## config.mk

```make
export PLATFORM = sky130hd
export DESIGN_NAME = print_handshake_sink
export DESIGN_NICKNAME = d
export VERILOG_FILES = /design/src/rtl/psink_pkg.sv /design/src/rtl/psink_hold.sv /design/src/rtl/psink_delay.sv /design/src/rtl/print_handshake_sink.sv
export SDC_FILE = /design/constraint.sdc
export NUM_CORES = 1
export LEC_CHECK = 0
export BUFFER_PORTS_ARGS = -buffer_cell sky130_fd_sc_hd__buf_2
export CORE_UTILIZATION = 45
export DETAILED_ROUTE_END_ITERATION = 10
export PLACE_DENSITY_LB_ADDON = 0.3
export SLEW_MARGIN = 5
export SYNTH_ARGS = -nofsm -noshare
export SYNTH_HDL_FRONTEND = slang
export SYNTH_SLANG_ARGS = --single-unit
```

## constraint.sdc

```tcl
create_clock -name clk -period 1.5 [get_ports clk]
set_input_delay 0.075 -clock clk [delete_from_list [all_inputs] [get_ports clk]]
set_output_delay 0.075 -clock clk [all_outputs]
set_load 0.1 [all_outputs]
```

## src/rtl/psink_pkg.sv

```systemverilog
// Package psink_pkg: shared types for the print handshake sink.
// Assumes nothing beyond a two-state printer model.
package psink_pkg;
    typedef enum logic {
        PS_IDLE  = 1'b0,
        PS_PRINT = 1'b1
    } psink_state_t;
endpackage

```

## src/rtl/psink_hold.sv

```systemverilog
// Module psink_hold: one-character holding register.
// Loads data_in when load is high and otherwise keeps its value.
// Assumes the caller raises load only when a character is accepted.
module psink_hold #(
    parameter int DATA_W = 8
) (
    input  logic              clk,
    input  logic              rst_n,
    input  logic              load,
    input  logic [DATA_W-1:0] d,
    output logic [DATA_W-1:0] q
);
    // Capture the accepted character; clear on reset.
    always_ff @(posedge clk) begin
        if (!rst_n)    q <= '0;
        else if (load) q <= d;
    end

    // without a load the held character must not move
    a_r5_hold_stable: assert property (@(posedge clk) disable iff (!rst_n)
        !load |=> $stable(q));
endmodule

```

## src/rtl/psink_delay.sv

```systemverilog
// Module psink_delay: down counter that measures the printing time.
// load presets it to LOAD_VAL and run counts it down to zero, where it stops.
// zero reports that the count has run out.
// Assumes load and run are not both needed in the same cycle.
module psink_delay #(
    parameter int CNT_W    = 4,
    parameter int LOAD_VAL = 9
) (
    input  logic clk,
    input  logic rst_n,
    input  logic load,
    input  logic run,
    output logic zero
);
    logic [CNT_W-1:0] cnt;

    // Preset on load, otherwise decrement while running and not yet zero.
    always_ff @(posedge clk) begin
        if (!rst_n)                  cnt <= '0;
        else if (load)               cnt <= CNT_W'(LOAD_VAL);
        else if (run && cnt != '0)   cnt <= cnt - 1'b1;
    end

    // Flag the end of the count.
    always_comb zero = (cnt == '0);

    // the counter never leaves the programmed range
    a_r4_cnt_in_range: assert property (@(posedge clk) disable iff (!rst_n)
        cnt <= CNT_W'(LOAD_VAL));
endmodule

```

## src/rtl/print_handshake_sink.sv

```systemverilog
// Module print_handshake_sink: printer model with a one-character buffer.
// It accepts a byte on xfer_req while ready is high, drops ready for
// PRINT_CYCLES cycles, then raises ready together with a one-cycle printed strobe.
// Assumes PRINT_CYCLES >= 1. Requests made while printing are dropped.
module print_handshake_sink
    import psink_pkg::*;
#(
    parameter int DATA_W       = 8,
    parameter int PRINT_CYCLES = 1000
) (
    input  logic              clk,
    input  logic              rst_n,
    input  logic              xfer_req,
    input  logic [DATA_W-1:0] data_in,
    output logic              ready,
    output logic [DATA_W-1:0] held_char,
    output logic              printed
);
    localparam int CNT_W    = (PRINT_CYCLES > 1) ? $clog2(PRINT_CYCLES) : 1;
    localparam int LOAD_VAL = PRINT_CYCLES - 1;

    psink_state_t state;
    logic accept;
    logic finish;
    logic cnt_zero;

    // Decode accept and finish from the current state.
    always_comb begin
        accept = xfer_req && (state == PS_IDLE);
        finish = (state == PS_PRINT) && cnt_zero;
    end

    // Step between idle and printing.
    always_ff @(posedge clk) begin
        if (!rst_n)      state <= PS_IDLE;
        else if (accept) state <= PS_PRINT;
        else if (finish) state <= PS_IDLE;
    end

    // Register the end-of-print strobe.
    always_ff @(posedge clk) begin
        if (!rst_n) printed <= 1'b0;
        else        printed <= finish;
    end

    // Drive ready from the state.
    always_comb ready = (state == PS_IDLE);

    psink_hold #(.DATA_W(DATA_W)) u_hold (
        .clk   (clk),
        .rst_n (rst_n),
        .load  (accept),
        .d     (data_in),
        .q     (held_char)
    );

    psink_delay #(.CNT_W(CNT_W), .LOAD_VAL(LOAD_VAL)) u_delay (
        .clk   (clk),
        .rst_n (rst_n),
        .load  (accept),
        .run   (state == PS_PRINT),
        .zero  (cnt_zero)
    );

    // an accepted request drops ready on the next cycle
    a_r3_accept_drops_ready: assert property (@(posedge clk) disable iff (!rst_n)
        (xfer_req && ready) |=> !ready);
    // the printed strobe lasts a single cycle
    a_r6_printed_single: assert property (@(posedge clk) disable iff (!rst_n)
        printed |=> !printed);
    // the printed strobe comes with ready high
    a_r6_printed_with_ready: assert property (@(posedge clk) disable iff (!rst_n)
        printed |-> ready);
    // ready rises only at the end of a print
    a_r4_rise_only_at_end: assert property (@(posedge clk) disable iff (!rst_n)
        $rose(ready) |-> printed);
endmodule

```

==> reports/qor.csv <==
metric;value;unit
cts_buffer_depth;2;
post-route-min-period;1.53;ns
grtUsageTotal;21.6;%
yosysWarnings;0;
design_area;1310;µm²
final.setup.tns;-0.0276;ns
grt_max_degree;16;
p_per_area;1190;nW/µm²
crit_path_cell_trace;inv_4 -> ha_4 -> nand4bb_1 -> or3_4 -> a21o_1 -> o21a_1;
min_to;u_hold.q[7];
layout.nets;157;
internal_power;1040;µW
clk_pin_slew_worst_paths;0.11;ns
syn_nets;121;
core;1820;µm²
ys_ff_latch;20;
timing.final.ws_setup;-0.0276;ns
hold_path_depth;3;
cts_tree;done;
fin_total_pwr;1570;µW
r2r-start;u_delay.cnt[1];
critPathArrivalTime;1.75;ns
reg2reg_slack;-0.03;ns
fin_skew;0.00116;ns
rr_endpoint;u_delay.cnt[6];
syn_inst;108;
cpMaxStageDelayCell;or3_4;
max-slew-margin-rel;64.3;%
fmax;655;MHz
cp.required;1.72;ns
placed_area;1150;µm²
grt_pass1_wl;3350;µm
antenna_found_initial;0;
cellLeakagePower;0.000548;µW
portBuffers;20;
antenna_cells;0;
route.vias.total;917;
power.switching;529;µW
io_pins;21;
outcome;finished, violations left;
h-tree-depth;1;
drv_cap;0;
multi_input_area;554;µm²
whs;-0.00196;ns
hold_class;in2reg;
clkSinkCount;20;
r2r_cells;6;
die_w;47.2;µm
post_cts_buffers;0;
grt_remaining_overflow;0;
place_congestion;0.825;
regArea;404;µm²
path_class;reg2reg;
violations;negative hold slack, negative setup slack;
start_kind;register;
netlist_area;920;µm²
min_from;data_in[7];
p_clk_share;28.3;%
hold_viol;2;
routedWlPerCell;13.5;µm
power_frac_seq;40.2;%
area_delta_synth_final;42.9;%
routed_wl;2270;µm
rows;15;
drv_slew;0;
rsz0062_at_grt;true;
post-dp-hpwl;1580;µm
clockRootBuffer;clkbuf_4;
setup_viol;1;
clk_latency;0.31;ns
grt_pass1_vias;790;
n_fill_cell;151;
fp.dieH;47.2;µm
viasPerCell;5.46;
worstMarginPinSlew;0.535;ns
combPwrFrac;31.6;%
antenna_left;0;
syn_avg_cell_area;8.52;µm²
layout-drive-gt1-share;42.7;%
drtPass1Iterations;4;
dieArea;2230;µm²
ys_seq_area_share;43.5;%
critPathCaptureType;register;
period_share;102;%
crit_fanout;3;
slowest_delay;0.42;ns
synth.distinct_cells;35;
drc;0;
first_iter_violations;22;
start_util;50.5;%
p_sw_share;33.8;%
cts_buffers;3;
vdd_drop_max;0.987;mV
-- final cells by class --
class,instances,share of cell area [%]
sequential,20,30.8
clock buffer,3,1.71
timing repair buffer,36,18.6
inverter,5,2.10
multi-input combinational,78,42.2
clock inverter,1,2.29
tap,25,2.38
-- metal layers --
layer / vias to the layer above / GRT usage, % / wire [µm]
met1: 427 / 27.4 / 988
met2: 29 / 37.5 / 1140
met5: - / 0 / 0
li1: 457 / - / -
met4: 0 / 6.86 / 26
met3: 4 / 3.46 / 108
-- synthesized netlist by cell type --
library cell / count / area, µm²
a211oi_1: 2 / 15.0
a311o_1: 1 / 10.0
clkbuf_1: 3 / 11.3
nor4_2: 1 / 12.5
o31ai_1: 2 / 15.0
ha_1: 2 / 25.0
nor3b_2: 1 / 12.5
a21oi_1: 13 / 65.1
buf_2: 1 / 5.00
buf_4: 1 / 7.51
inv_1: 5 / 18.8
a21o_1: 1 / 7.51
nor2_1: 2 / 7.51
nor3_1: 8 / 40.0
or4b_4: 1 / 13.8
xnor2_1: 1 / 8.76
or4_4: 1 / 11.3
a311oi_1: 2 / 17.5
o21a_1: 1 / 7.51
nor4_1: 1 / 6.26
and4_1: 1 / 8.76
nor3_2: 2 / 20.0
nor2b_1: 2 / 12.5
and3_1: 1 / 6.26
o22ai_1: 1 / 6.26
nor2_2: 1 / 6.26
dfxtp_1: 20 / 400
or3_1: 1 / 6.26
nand4_1: 1 / 6.26
nand3_1: 3 / 15.0
nand4bb_1: 1 / 11.3
a211oi_2: 1 / 12.5
nand2_1: 21 / 78.8
nand2b_1: 1 / 6.26
o21ai_0: 1 / 5.00
-- worst max-delay path: cells and delay by family (launching register included) --
kind	cells	cell delay [ns]
compound gates	2	0.32
fa+ha+maj	1	0.13
buf+inv	1	0.07
flops	1	0.36
simple gates	2	0.55
-- through the flow --
step | util (%) | worst slack, ns | std cells
detailed placement | 63.2 | -0.0402 | 161
global route | 72.2 | -0.0562 | 168
global placement | 63.2 | 0.0261 | 161
finish | 72.2 | -0.0276 | 168
floorplan | - | -0.0187 | 108
CTS | 66.5 | 0.0106 | 165
-- repair_timing --
action	in CTS	in global routing
pin swaps	0	7
setup endpoints to repair	8	8
gates cloned	0	0
hold buffers	0	3
gates resized for setup	5	14
hold endpoints to repair	0	3
-- how the worst max path moves through the flow --
| stage | cells after the start | slack (ns) | startpoint | endpoint |
|---|---|---|---|---|
| final | 6 | -0.03 | u_delay.cnt[1] | u_delay.cnt[6] |
| after CTS | 6 | 0.01 | u_delay.cnt[0] | u_delay.cnt[7] |
| after floorplan | 6 | -0.02 | state | u_hold.q[0] |
| after global routing | 6 | -0.06 | u_delay.cnt[1] | u_delay.cnt[6] |
| after detailed placement | 6 | -0.04 | u_delay.cnt[0] | u_delay.cnt[7] |
| after global placement | 6 | 0.03 | u_delay.cnt[0] | u_delay.cnt[7] |
-- logic make-up (layout without fill, tap and decap cells) --
family / Yosys count / count (layout) / synth area share [%]
flops: 20 / 20 / 43.5
fa+ha+maj: 2 / 2 / 2.72
compound gates: 25 / 25 / 17.6
simple gates: 50 / 50 / 30.6
buf+inv: 10 / 45 / 4.63
xor+xnor: 1 / 1 / 0.953
-- flip-flops by register name, summed over array words and instances (netlist names) --
| signal | count |
|---|---|
| printed | 1 |
| state | 1 |
| u_delay.cnt | 10 |
| u_hold.q | 8 |
-- power groups by stage --
stage	logic (µW)	registers, µW	clock network [µW]
3_5_place_dp	437	633	0
6_report	495	630	443
3_3_place_gp	425	630	0
5_1_grt	525	636	473
4_1_cts	444	626	444
2_1_floorplan	214	726	0
-- cell usage in the layout (no fill, tap or decap), types with 2 or more instances in the layout --
cell / netlist / routed
dlygate4sd3_1: 0 / 3
buf_4: 1 / 11
clkbuf_4: 0 / 3
a311oi_2: 0 / 2
nor3_1: 8 / 6
nor2b_1: 2 / 2
nor3_2: 2 / 3
dfxtp_1: 20 / 17
inv_4: 0 / 2
a21oi_1: 13 / 13
buf_2: 1 / 20
dfxtp_2: 0 / 3
a211oi_2: 1 / 2
nor2_1: 2 / 2
nand2_1: 21 / 20
nand3_1: 3 / 2
inv_1: 5 / 2
ha_4: 0 / 2
o31ai_1: 2 / 2
Power figures use the tool's default switching activity.
